<file path="src/rtl/intr_entry_seq.sv">
module intr_entry_seq #(
  parameter int N_IRQ = 4,
  parameter logic [7:0] STACK_PAGE = 8'h01
) (
  input  logic             clk,
  input  logic             rst_n,
  input  logic             boundary,
  input  logic             nmi,
  input  logic [N_IRQ-1:0] irq_lvl,
  input  logic             irq_shot,
  input  logic             i_prev,
  input  logic             jam_set,
  input  logic [15:0]      pc_in,
  input  logic [7:0]       sp_in,
  input  logic [7:0]       status_in,
  input  logic [7:0]       mem_rdata,
  output logic             busy,
  output logic [15:0]      mem_addr,
  output logic [7:0]       mem_wdata,
  output logic             mem_we,
  output logic             mem_re,
  output logic [15:0]      pc_out,
  output logic             pc_we,
  output logic [7:0]       sp_out,
  output logic             sp_we,
  output logic [7:0]       status_out,
  output logic             status_we,
  output logic             jammed
);
  typedef enum logic [2:0] {S_IDLE, S_ARB, S_PH, S_PL, S_PP, S_VL, S_VH, S_FIN} state_t;
  typedef enum logic [1:0] {K_RST, K_NMI, K_IRQ} kind_t;

  state_t      st;
  kind_t       kind;
  logic [7:0]  sp_r, stat_r, vlo, vhi;
  logic [15:0] pc_r;
  logic        nmi_q, nmi_pend, shot_pend, jam_r;

  wire nmi_edge = nmi & ~nmi_q;
  wire irq_req  = (|irq_lvl) | shot_pend;
  wire idle     = (st == S_IDLE);
  wire take_nmi = boundary & idle & ~jam_r & nmi_pend;
  wire take_irq = boundary & idle & ~jam_r & ~nmi_pend & irq_req & ~i_prev;
  wire take     = take_nmi | take_irq;
  wire pushing  = (st == S_PH) | (st == S_PL) | (st == S_PP);

  logic [15:0] vec;
  always_comb begin
    case (kind)
      K_NMI:   vec = 16'hFFFA;
      K_IRQ:   vec = 16'hFFFE;
      default: vec = 16'hFFFC;
    endcase
  end

  always_ff @(posedge clk or negedge rst_n) begin
    if (!rst_n) begin
      st <= S_VL;
      kind <= K_RST;
      sp_r <= '0;
      stat_r <= '0;
      pc_r <= '0;
      vlo <= '0;
      vhi <= '0;
      nmi_q <= 1'b0;
      nmi_pend <= 1'b0;
      shot_pend <= 1'b0;
      jam_r <= 1'b0;
    end else begin
      nmi_q <= nmi;
      if (jam_set) jam_r <= 1'b1;
      if (take_nmi) nmi_pend <= 1'b0;
      if (nmi_edge) nmi_pend <= 1'b1;
      if (take_irq) shot_pend <= 1'b0;
      if (irq_shot) shot_pend <= 1'b1;
      if (jam_r | jam_set) begin
        nmi_pend <= 1'b0;
        shot_pend <= 1'b0;
      end
      if (pushing) sp_r <= sp_r - 8'd1;
      case (st)
        S_IDLE: if (take) begin
          st <= S_ARB;
          kind <= take_nmi ? K_NMI : K_IRQ;
          pc_r <= pc_in;
          sp_r <= sp_in;
          stat_r <= status_in;
        end
        S_ARB: st <= S_PH;
        S_PH:  st <= S_PL;
        S_PL:  st <= S_PP;
        S_PP:  st <= S_VL;
        S_VL: begin vlo <= mem_rdata; st <= S_VH; end
        S_VH: begin vhi <= mem_rdata; st <= S_FIN; end
        default: st <= S_IDLE;
      endcase
    end
  end

  assign busy      = ~idle;
  assign jammed    = jam_r;
  assign mem_we    = pushing;
  assign mem_re    = (st == S_VL) | (st == S_VH);
  assign mem_addr  = pushing ? {STACK_PAGE, sp_r} :
                     (st == S_VL) ? vec :
                     (st == S_VH) ? (vec | 16'h0001) : 16'h0000;
  assign mem_wdata = (st == S_PH) ? pc_r[15:8] :
                     (st == S_PL) ? pc_r[7:0] :
                     (st == S_PP) ? ((stat_r & ~8'h10) | 8'h20) : 8'h00;

  wire fin = (st == S_FIN);
  assign pc_we      = fin;
  assign pc_out     = {vhi, vlo};
  assign sp_we      = fin & (kind != K_RST);
  assign sp_out     = sp_r;
  assign status_we  = fin;
  assign status_out = (kind == K_RST) ? 8'h04 :
                      (kind == K_IRQ) ? (stat_r | 8'h04) : stat_r;
endmodule


</file>
<file path="config.mk">
export PLATFORM = sky130hd
export DESIGN_NAME = intr_entry_seq
export DESIGN_NICKNAME = d
export VERILOG_FILES = /design/src/rtl/intr_entry_seq.sv
export SDC_FILE = /design/constraint.sdc
export NUM_CORES = 1
export LEC_CHECK = 0
export BUFFER_PORTS_ARGS = -buffer_cell sky130_fd_sc_hd__buf_2
export CAP_MARGIN = 20
export CELL_PAD_IN_SITES_DETAIL_PLACEMENT = 0
export CELL_PAD_IN_SITES_GLOBAL_PLACEMENT = 2
export CORE_MARGIN = 1
export CORE_UTILIZATION = 30
export CTS_CLUSTER_SIZE = 12
export DETAILED_ROUTE_END_ITERATION = 10
export PLACE_DENSITY = 0.79
export SYNTH_ARGS = -nofsm -noshare
export SYNTH_HDL_FRONTEND = slang
export SYNTH_SLANG_ARGS = --single-unit
</file>
<file path="constraint.sdc">
create_clock -name clk -period 2.2 [get_ports clk]
set_input_delay 0.11 -clock clk [delete_from_list [all_inputs] [get_ports clk]]
set_output_delay 0.11 -clock clk [all_outputs]
set_load 0.02 [all_outputs]
</file>
==> run summary, run 1 <==
Relative slew slack = 51.4%
Drt pass-1 iters = 4
Mean post-synth cell area = 12.4 um2
First-pass GRT wire length = 10.8 mm
Sum of negative setup slack = 0 ns
Clock share of power = 21.9%
Ant diodes = 0
Rows = 35
Layout cells sized above 1 = 50.9%
CP delay by family, top = flip-flops
Fillers = 915
Htree depth = 3
Worst-path clk slew = 0.07 ns
Vias in the first global route = 2180
Synth Instances = 235
LEAKAGE = 2.11 nW
Data required time of the critical path = 2.09 ns
Core Footprint = 0.00933 mm2
Gr usage total = 14.1%
Worst-margin pin slew = 0.729 ns
WP buf/inv = 2
Worst Hold Class = in -> reg
Post-DR wirelength/cell = 13.1 um
Area of the multi-input gates = 0.00131 mm2
Fin Clk Skew = 0.00940 ns
DIE HEIGHT = 100 um
Worst-skew pair later-pin latency = 0.33 ns
Internal = 0.00295 W
Max-cap violations = 0
Synthesis-stage register bit count = 57
Area after DPL = 0.00358 mm2
Max Slew Vio Count = 0
Post-layout minimum cycle time = 2.04 ns
Fin. Hold Viols = 0
Final instance area = 0.00405 mm2
GP Congestion = 0.781
Layout area overhead = 39.4%
Crit path DAT = 1.93 ns
Net Switching = 0.00201 W
Number of routed nets with antenna violations = 0
I/O pin count = 114
Fmax = 491 MHz
Pwr dens = 1220 mW/mm2
CP peak stage delay = 0.55 ns
Clk sinks = 57
Sequential fraction of the synthesis area = 49.2%
Clk Tree Root Cell = clkbuf_8
Antenna violations before repair = 0
CTS tree = yes
NumNets Final = 428
Vias = 2207
# Post-CTS Setup Buffers = 0
Period utilisation layout = 92.6%
HPWL Detailed = 4.76 mm
Reg power frac = 30.2%
Global route overflow = 0
FF+latch area = 0.00143 mm2
Setup violators final = 0
Critical path class = reg -> out
Critical path capture point type = output pin
Ys Warns = 0
CTS max path bufs = 2
Routed wire length = 6.65 mm
1st-iter DRT viols = 41
Initial Util = 31.1%
TritonCTS buffer count = 9
Crit-path max FO = 15
Slowest cell on the critical path = dfstp_2
Cell Chain, Critical Path = buf_4, nor3b_2, or2_4, a22o_1, buf_2
Post-synthesis cell type count = 36
VDD IR-drop max = 0.492 mV
Port bufs = 113
Status = completed
RSZ-0062 raised after global routing = false
DRC = 0
Die X = 100 um
Synth Cell Area = 0.00291 mm2
Mapped Nets = 289
Comb pwr share = 47.8%
Switching share of total power = 40.5%
Largest net degree at the start of global routing = 58
Critical path startpoint category = register
Die ar. = 0.0101 mm2
Vias per cell = 4.34
## cells in the final DEF (no fill, tap or decap), types with 3 or more instances in the layout
master,netlist,layout
clkbuf_8,0,10
buf_2,5,113
dlygate4sd3_1,0,25
ha_1,3,3
a21oi_1,8,8
nor3_1,5,5
o211ai_1,4,4
inv_1,7,7
mux2_4,29,29
nor2b_1,8,8
nand2b_1,3,3
nor2_1,7,7
o21ai_0,9,9
mux2_2,19,19
dfrtp_1,55,55
mux2i_1,8,8
nand2_1,23,23
xnor2_1,8,8
buf_4,8,9
## cell usage after synthesis, drive strengths merged
cell | number | area share [%]
a21o | 1 | 0.26
a21oi | 8 | 1.4
a22o | 1 | 0.30
and2 | 1 | 0.22
and3 | 1 | 0.22
and3b | 1 | 0.30
buf | 17 | 4.5
clkbuf | 3 | 0.39
dfrtp | 55 | 47
dfstp | 2 | 1.8
ha | 3 | 1.3
inv | 7 | 0.90
mux2 | 48 | 22
mux2i | 8 | 2.8
nand2 | 23 | 3.0
nand2b | 3 | 0.65
nand3b | 2 | 0.52
nand4b | 1 | 0.30
nor2 | 7 | 0.90
nor2b | 8 | 1.7
nor3 | 6 | 1.4
nor3b | 1 | 0.43
nor4 | 1 | 0.22
o2111ai | 1 | 0.30
o211ai | 4 | 1.0
o21ai | 10 | 2.1
o21bai | 1 | 0.26
or2 | 2 | 0.43
xnor2 | 8 | 2.4
xor2 | 1 | 0.30
## power by group through the flow
stage               Clock, W  Sequential, W  Combinational (W)
floorplan                  0        0.00171            0.00149
global placement           0        0.00151            0.00233
detailed placement         0        0.00152            0.00234
CTS                  0.00113        0.00150            0.00238
global route         0.00117        0.00154            0.00257
finish               0.00109        0.00150            0.00237
## layer usage
metal	GRT usage [%]	vias up	wire length [um]
met4	6.02	0	89
met3	4.25	10	476
met5	0	-	0
li1	-	1077	-
met1	19.0	1037	3130
met2	20.9	83	2960
## registers in the layout, summed over array words and instances, names as in the netlist
register / flops
nmi_q: 1
pc_r: 16
nmi_pend: 1
st: 3
shot_pend: 1
vlo: 8
sp_out: 8
vhi: 8
stat_r: 8
kind: 2
jammed: 1
## metrics by stage
step                setup WS (ns)  hold WS (ns)  util, %  total power [W]  cells
CTS                        0.0222       0.00215     43.4          0.00501    508
detailed placement          0.396         0.241     38.4          0.00387    467
finish                      0.162        0.0193     43.4          0.00496    508
global placement            0.418         0.238     38.4          0.00384    467
floorplan                   0.245        -0.186        -          0.00320    235
global route               0.0213       0.00535     43.4          0.00529    508
## cell type report
class                   count  area share, %
inverters                   7          0.649
well taps                 129           3.98
clock inverters             5           1.95
multi-input cells         151           32.4
flip-flops and latches     57           35.3
clock buffers              11           3.49
repair buffers            148           22.3
## worst register-to-register path, delay by kind of cell (launching register included)
kind,cells,cell delay [ns]
flip-flops,1,0.42
AO/OA/AOI/OAI,1,0.11
AND/OR/NAND/NOR,2,0.60
buffers and inverters,1,0.22
multiplexers,1,0.32
## path summary, 6_finish.rpt
check                           startpoint          end  slack (ns)  cells after the start
worst min register to register       nmi_q     nmi_pend        0.50                      2
worst max register to register       st[1]    sp_out[6]        0.43                      5
max in group asynchronous            rst_n    sp_out[6]        1.25                      3
worst max-delay path                 st[0]  mem_addr[1]        0.16                      5
min in group asynchronous            rst_n     pc_r[13]        0.46                      3
worst min-delay path              sp_in[4]    sp_out[4]        0.02                      2
## cell families after synthesis
logic type / share of synthesized area, %
adders and majority gates: 1.29
buffers and inverters: 5.77
muxes: 25.1
and+or+nand+nor: 10.3
AOI/OAI and AO/OA: 5.64
xor gates and xnor gates: 2.71
DFF: 49.2
## repair_timing
action,4_1_cts,5_1_grt
hold buffers,25,0
gates resized for setup,0,1
endpoints found under the setup margin,0,3
hold endpoints to repair,81,0
Note: power is estimated with default switching activity, not from simulation.
==> run 2, diff against run 1 <==
- CORE_ASPECT_RATIO: unset -> 0.6
==> run 2 against run 1 <==
Flip-flop and latch count unchanged. Register-to-register slack worse by 0.10 ns. Utilization fell by 1.2 points. Maximum frequency fell by 0.46%. Die area up 0.12%. Critical path type unchanged.
==> run summary, run 2 (synthesis gave the netlist of run 1 again) <==
Clk Tree Root Cell = clkbuf_16
Setup violators final = 0
Number of routed nets with antenna violations = 0
Largest register by flop count = pc_r
Worst-margin pin slew = 0.625 ns
Cell Chain, Critical Path = nor3b_4, buf_4, nand2_1, o21ai_0, buf_2
Gr usage total = 13.7%
1st-iter DRT viols = 63
Antenna violations before repair = 0
Crit path DAT = 1.94 ns
Largest net degree at the start of global routing = 33
Core Footprint = 0.00929 mm2
Vias per cell = 4.32
Dpl cells = 466
DIE HEIGHT = 78.2 um
TritonCTS buffer count = 9
Worst-path clk slew = 0.05 ns
Rows = 27
Vias in the first global route = 1983
Period utilisation layout = 93.0%
Routed wire length = 6.71 mm
Initial Util = 31.3%
LEAKAGE = 2.06 nW
I/O pin count = 114
Fillers = 926
Critical path startpoint category = register
Ant diodes = 0
Commonest cells after routing, fill and taps aside = buf_2 (113), dfrtp_1 (55), mux2_4 (29), nand2_1 (23), mux2_2 (19)
Slowest cell on the critical path = dfstp_2
VDD IR-drop max = 0.616 mV
RSZ-0062 raised after global routing = false
Reg-to-reg slack, setup = 0.33 ns
Htree depth = 3
Max Slew Vio Count = 0
CTS max path bufs = 2
CTS tree = yes
Fin. Hold Viols = 0
Worst-skew pair later-pin latency = 0.32 ns
GP Congestion = 0.688
Pwr dens = 1350 mW/mm2
Vias = 2086
Die ar. = 0.0101 mm2
CP peak stage delay = 0.64 ns
Critical path capture point type = output pin
Port bufs = 113
Hold Slack = 0.0159 ns
Fin Clk Skew = 0.00283 ns
Layout cells sized above 1 = 54.4%
Drt pass-1 iters = 4
Data required time of the critical path = 2.09 ns
First-pass GRT wire length = 10.4 mm
Layout area overhead = 35.1%
Max-cap violations = 0
NumNets Final = 403
Relative slew slack = 58.4%
Post-layout minimum cycle time = 2.05 ns
Post-Layout Cell Count = 483
Status = completed
Global route overflow = 0
Commonest non-fill, non-tap cell in the layout = buf_2
DRC = 0
Post-DR wirelength/cell = 13.9 um
Fmax = 489 MHz
Die X = 129 um
HPWL Detailed = 5.07 mm
Crit-path max FO = 9
Sum of negative setup slack = 0 ns
Critical path class = reg -> out
Worst Hold Class = in -> reg
Largest register FFs = 16
Clk sinks = 57
[run 2: metal layers]
layer	GRT usage (%)	vias up	share of wire (%)
met1	19.5	975	51
li1	-	1026	-
met4	4.59	0	1.2
met3	5.66	10	8.3
met5	0	-	0
met2	18.3	75	40
[run 2: cell type report]
type / count / area, um2 / area share (%)
inverter: 7 / 26.3 / 0.670
clock inverter: 2 / 35.0 / 0.893
sequential: 57 / 1430 / 36.4
multi-input combinational: 151 / 1320 / 33.6
timing repair buffer: 123 / 671 / 17.1
tap: 130 / 163 / 4.15
clock buffer: 13 / 280 / 7.14
[run 2: repair_timing]
item / in CTS / in global routing
endpoints found under the setup margin: 8 / 3
hold endpoints to repair: 24 / 0
gates resized for setup: 1 / 2
hold buffers: 2 / 0
setup buffers: 0 / 0
[run 2: through the flow]
step | setup slack [ns] | instance area, um2 | utilization [%] | power, W
3_3_place_gp | 0.311 | 3580 | 38.5 | 0.00383
4_1_cts | 0.0844 | 3920 | 42.1 | 0.00534
6_report | 0.153 | 3920 | 42.2 | 0.00529
3_5_place_dp | 0.254 | 3580 | 38.5 | 0.00386
5_1_grt | 0.0473 | 3920 | 42.2 | 0.00562
2_1_floorplan | 0.245 | 2910 | - | 0.00320
[run 2: worst max-delay path, delay by kind of cell, from the launching register on]
kind | cells | cell delay [ns]
DFF | 1 | 0.64
AOI/OAI and AO/OA | 1 | 0.10
and+or+nand+nor | 2 | 0.42
buffers and inverters | 2 | 0.45
[run 2: worst paths after layout]
kind,from,end,cells past startpoint
max,st[2],mem_wdata[0],5
min,pc_in[13],pc_r[13],2
max reg2reg,st[1],pc_r[5],5
min reg2reg,nmi_q,nmi_pend,2
max in group asynchronous,rst_n,vlo[4],3
min in group asynchronous,rst_n,kind[1],2
[run 2: where the power goes]
group,internal [W],switching (W),total (W)
sequential,0.00131,0.000257,0.00156
clock,0.000989,0.000445,0.00143
combinational,0.000942,0.00135,0.00229
total,0.00324,0.00205,0.00529
==> run 3, diff against run 2 <==
- ABC_AREA: unset -> 1
- CORE_UTILIZATION: 30 -> 26
- GPL_ROUTABILITY_DRIVEN: unset -> 0
- PLACE_DENSITY: 0.79 -> 0.78
==> run 3 against run 2 <==
Combinational power grew 15%. Critical path depth grew 1. Utilization shrank 3.5 points. Wire length grew 19%. First-iteration DRC count grew 35%. Worst hold slack lost 0.0035 ns. Count of clock-buffer cells in the layout shrank 3. Maximum frequency grew 3.5%. Global-route usage grew 1.4 points. Die area grew 12%. Setup slack gained 0.070 ns. Sequential share of layout area shrank 1.6 points. Critical path type unchanged. Largest power group unchanged.
==> run summary, run 3 <==
Die ar. = 0.0113 mm2
Critical path startpoint category = register
Setup violators final = 0
Largest register by flop count = pc_r
Fin. Hold Viols = 0
Vias in the first global route = 2524
First-pass GRT wire length = 13.0 mm
Fin Clk Skew = 0.00478 ns
I/O pin count = 114
Area of the multi-input gates = 0.00110 mm2
Worst Hold Class = in -> reg
Commonest cells after routing, fill and taps aside = nand2_1 (117), buf_2 (113), dfrtp_1 (55), inv_1 (40), o21ai_0 (40)
HPWL Detailed = 5.98 mm
Post-layout minimum cycle time = 1.98 ns
TritonCTS buffer count = 9
Post-synthesis cell type count = 28
Fillers = 1122
Sum of negative setup slack = 0 ns
Clk sinks = 57
DIE HEIGHT = 82.9 um
Largest net degree at the start of global routing = 40
Synthesis-stage register bit count = 57
Worst-skew pair later-pin latency = 0.32 ns
Post-synth EDFFs = 0
Largest register FFs = 16
Post-synth top area cell = dfrtp_1
Antenna violations before repair = 0
Finished Core Util = 38.8%
Top-area cell type share of the netlist area = 48.6%
Worst-margin pin slew = 0.709 ns
Htree depth = 3
Port bufs = 113
CTS tree = yes
Initial Util = 26.7%
CTS max path bufs = 2
Relative slew slack = 52.7%
Critical path class = reg -> out
Top_reg_cell synth = dfrtp_1
NumNets Final = 545
Drt pass-1 iters = 4
LEAKAGE = 2.23 nW
Layout cells sized above 1 = 30.4%
Count leader, synth = nand2_1
1st-iter DRT viols = 85
Ant diodes = 0
Global route overflow = 0
Gr usage total = 15.1%
Async SR Flop Fraction = 100%
Pwr dens = 1360 mW/mm2
Data required time of the critical path = 2.09 ns
Critical path capture point type = output pin
Synth Cell Area = 0.00283 mm2
DRC = 0
Synth top cells by count = nand2_1 (117), dfrtp_1 (55), inv_1 (40), o21ai_0 (40), nor2_1 (22)
Synth Instances = 350
Status = completed
Mean post-synth cell area = 8.09 um2
Commonest non-fill, non-tap cell in the layout = nand2_1
Sequential fraction of the synthesis area = 50.4%
Die X = 137 um
Rows = 29
Ys Warns = 0
Ranking of synthesized cells by area = dfrtp_1 (49%), nand2_1 (16%), o21ai_0 (7.1%)
Crit path DAT = 1.87 ns
Vias per cell = 4.24
Final worst slack = 0.223 ns
Crit-path max FO = 14
Max Slew Vio Count = 0
FF+latch area = 0.00143 mm2
VDD IR-drop max = 0.867 mV
RSZ-0062 raised after global routing = false
Core Footprint = 0.0106 mm2
Fmax = 506 MHz
Worst-path clk slew = 0.05 ns
Mapped Nets = 404
Routed wire length = 7.98 mm
Max-cap violations = 0
Post-DR wirelength/cell = 12.6 um
Dpl ws = 0.406 ns
Clk Tree Root Cell = clkbuf_16
Vias = 2694
Period utilisation layout = 89.9%
Number of routed nets with antenna violations = 0
Layout area overhead = 45.1%
[run 3: path summary, 6_finish.rpt]
kind | start | endpoint | slack (ns) | depth (start not counted)
max reg2reg | st[0] | sp_out[7] | 0.45 | 8
max | st[0] | mem_addr[3] | 0.22 | 6
min | pc_in[1] | pc_r[1] | 0.01 | 3
min reg2reg | pc_r[15] | pc_r[15] | 0.47 | 2
min in group asynchronous | rst_n | stat_r[0] | 0.38 | 2
max in group asynchronous | rst_n | st[2] | 1.16 | 3
[run 3: repair_timing]
item | CTS | global route
hold buffers | 31 | 0
hold endpoints to repair | 58 | 0
endpoints found under the setup margin | 0 | 9
gates resized for setup | 0 | 2
setup buffers | 0 | 0
[run 3: cells by family after synthesis]
group                      share of synthesized area [%]
adders and majority gates                           1.33
and+or+nand+nor                                     25.5
AOI/OAI and AO/OA                                   10.4
buffers and inverters                               11.4
DFF                                                 50.4
xor gates and xnor gates                           0.928
[run 3: area by class of cell]
type | instances | area share, %
Tap cell | 139 | 4.23
Sequential cell | 57 | 34.8
Timing Repair Buffer | 150 | 23.0
Clock buffer | 10 | 5.82
Multi-Input combinational cell | 229 | 26.7
Clock inverter | 6 | 1.40
Inverter | 44 | 4.08
[run 3: worst max-delay path, cell delays in order, from the launching register on]
cell and delay [ns]:
dfstp_2 0.66, inv_2 0.09, nand3_1 0.14, nand3_4 0.19
inv_4 0.19, o21ai_0 0.10, buf_2 0.18
[run 3: metal layers]
metal  vias up  share of wire (%)  track usage (%)  routed length, um
li1       1379                  -                -                  -
met1      1236                 50             21.9               4020
met2        71                 42             20.9               3350
met3         8                6.1             4.64                485
met4         0                1.6             5.45                125
met5         -                  0                0                  0
[run 3: per-stage QoR]
step / std cells / total power [W] / cell area, um2 / hold slack, ns
after floorplan: 350 / 0.00343 / 2830 / -0.186
after global placement: 588 / 0.00419 / 3490 / 0.196
after detailed placement: 588 / 0.00422 / 3490 / 0.206
after CTS: 635 / 0.00567 / 4100 / 0.00173
after global routing: 635 / 0.00600 / 4110 / 0.0160
final: 635 / 0.00560 / 4110 / 0.0125
[run 3: where the power goes]
part	switching, W	internal (W)	total [W]
clock network	0.000458	0.000896	0.00135
registers	0.000257	0.00135	0.00161
logic	0.00177	0.000861	0.00263
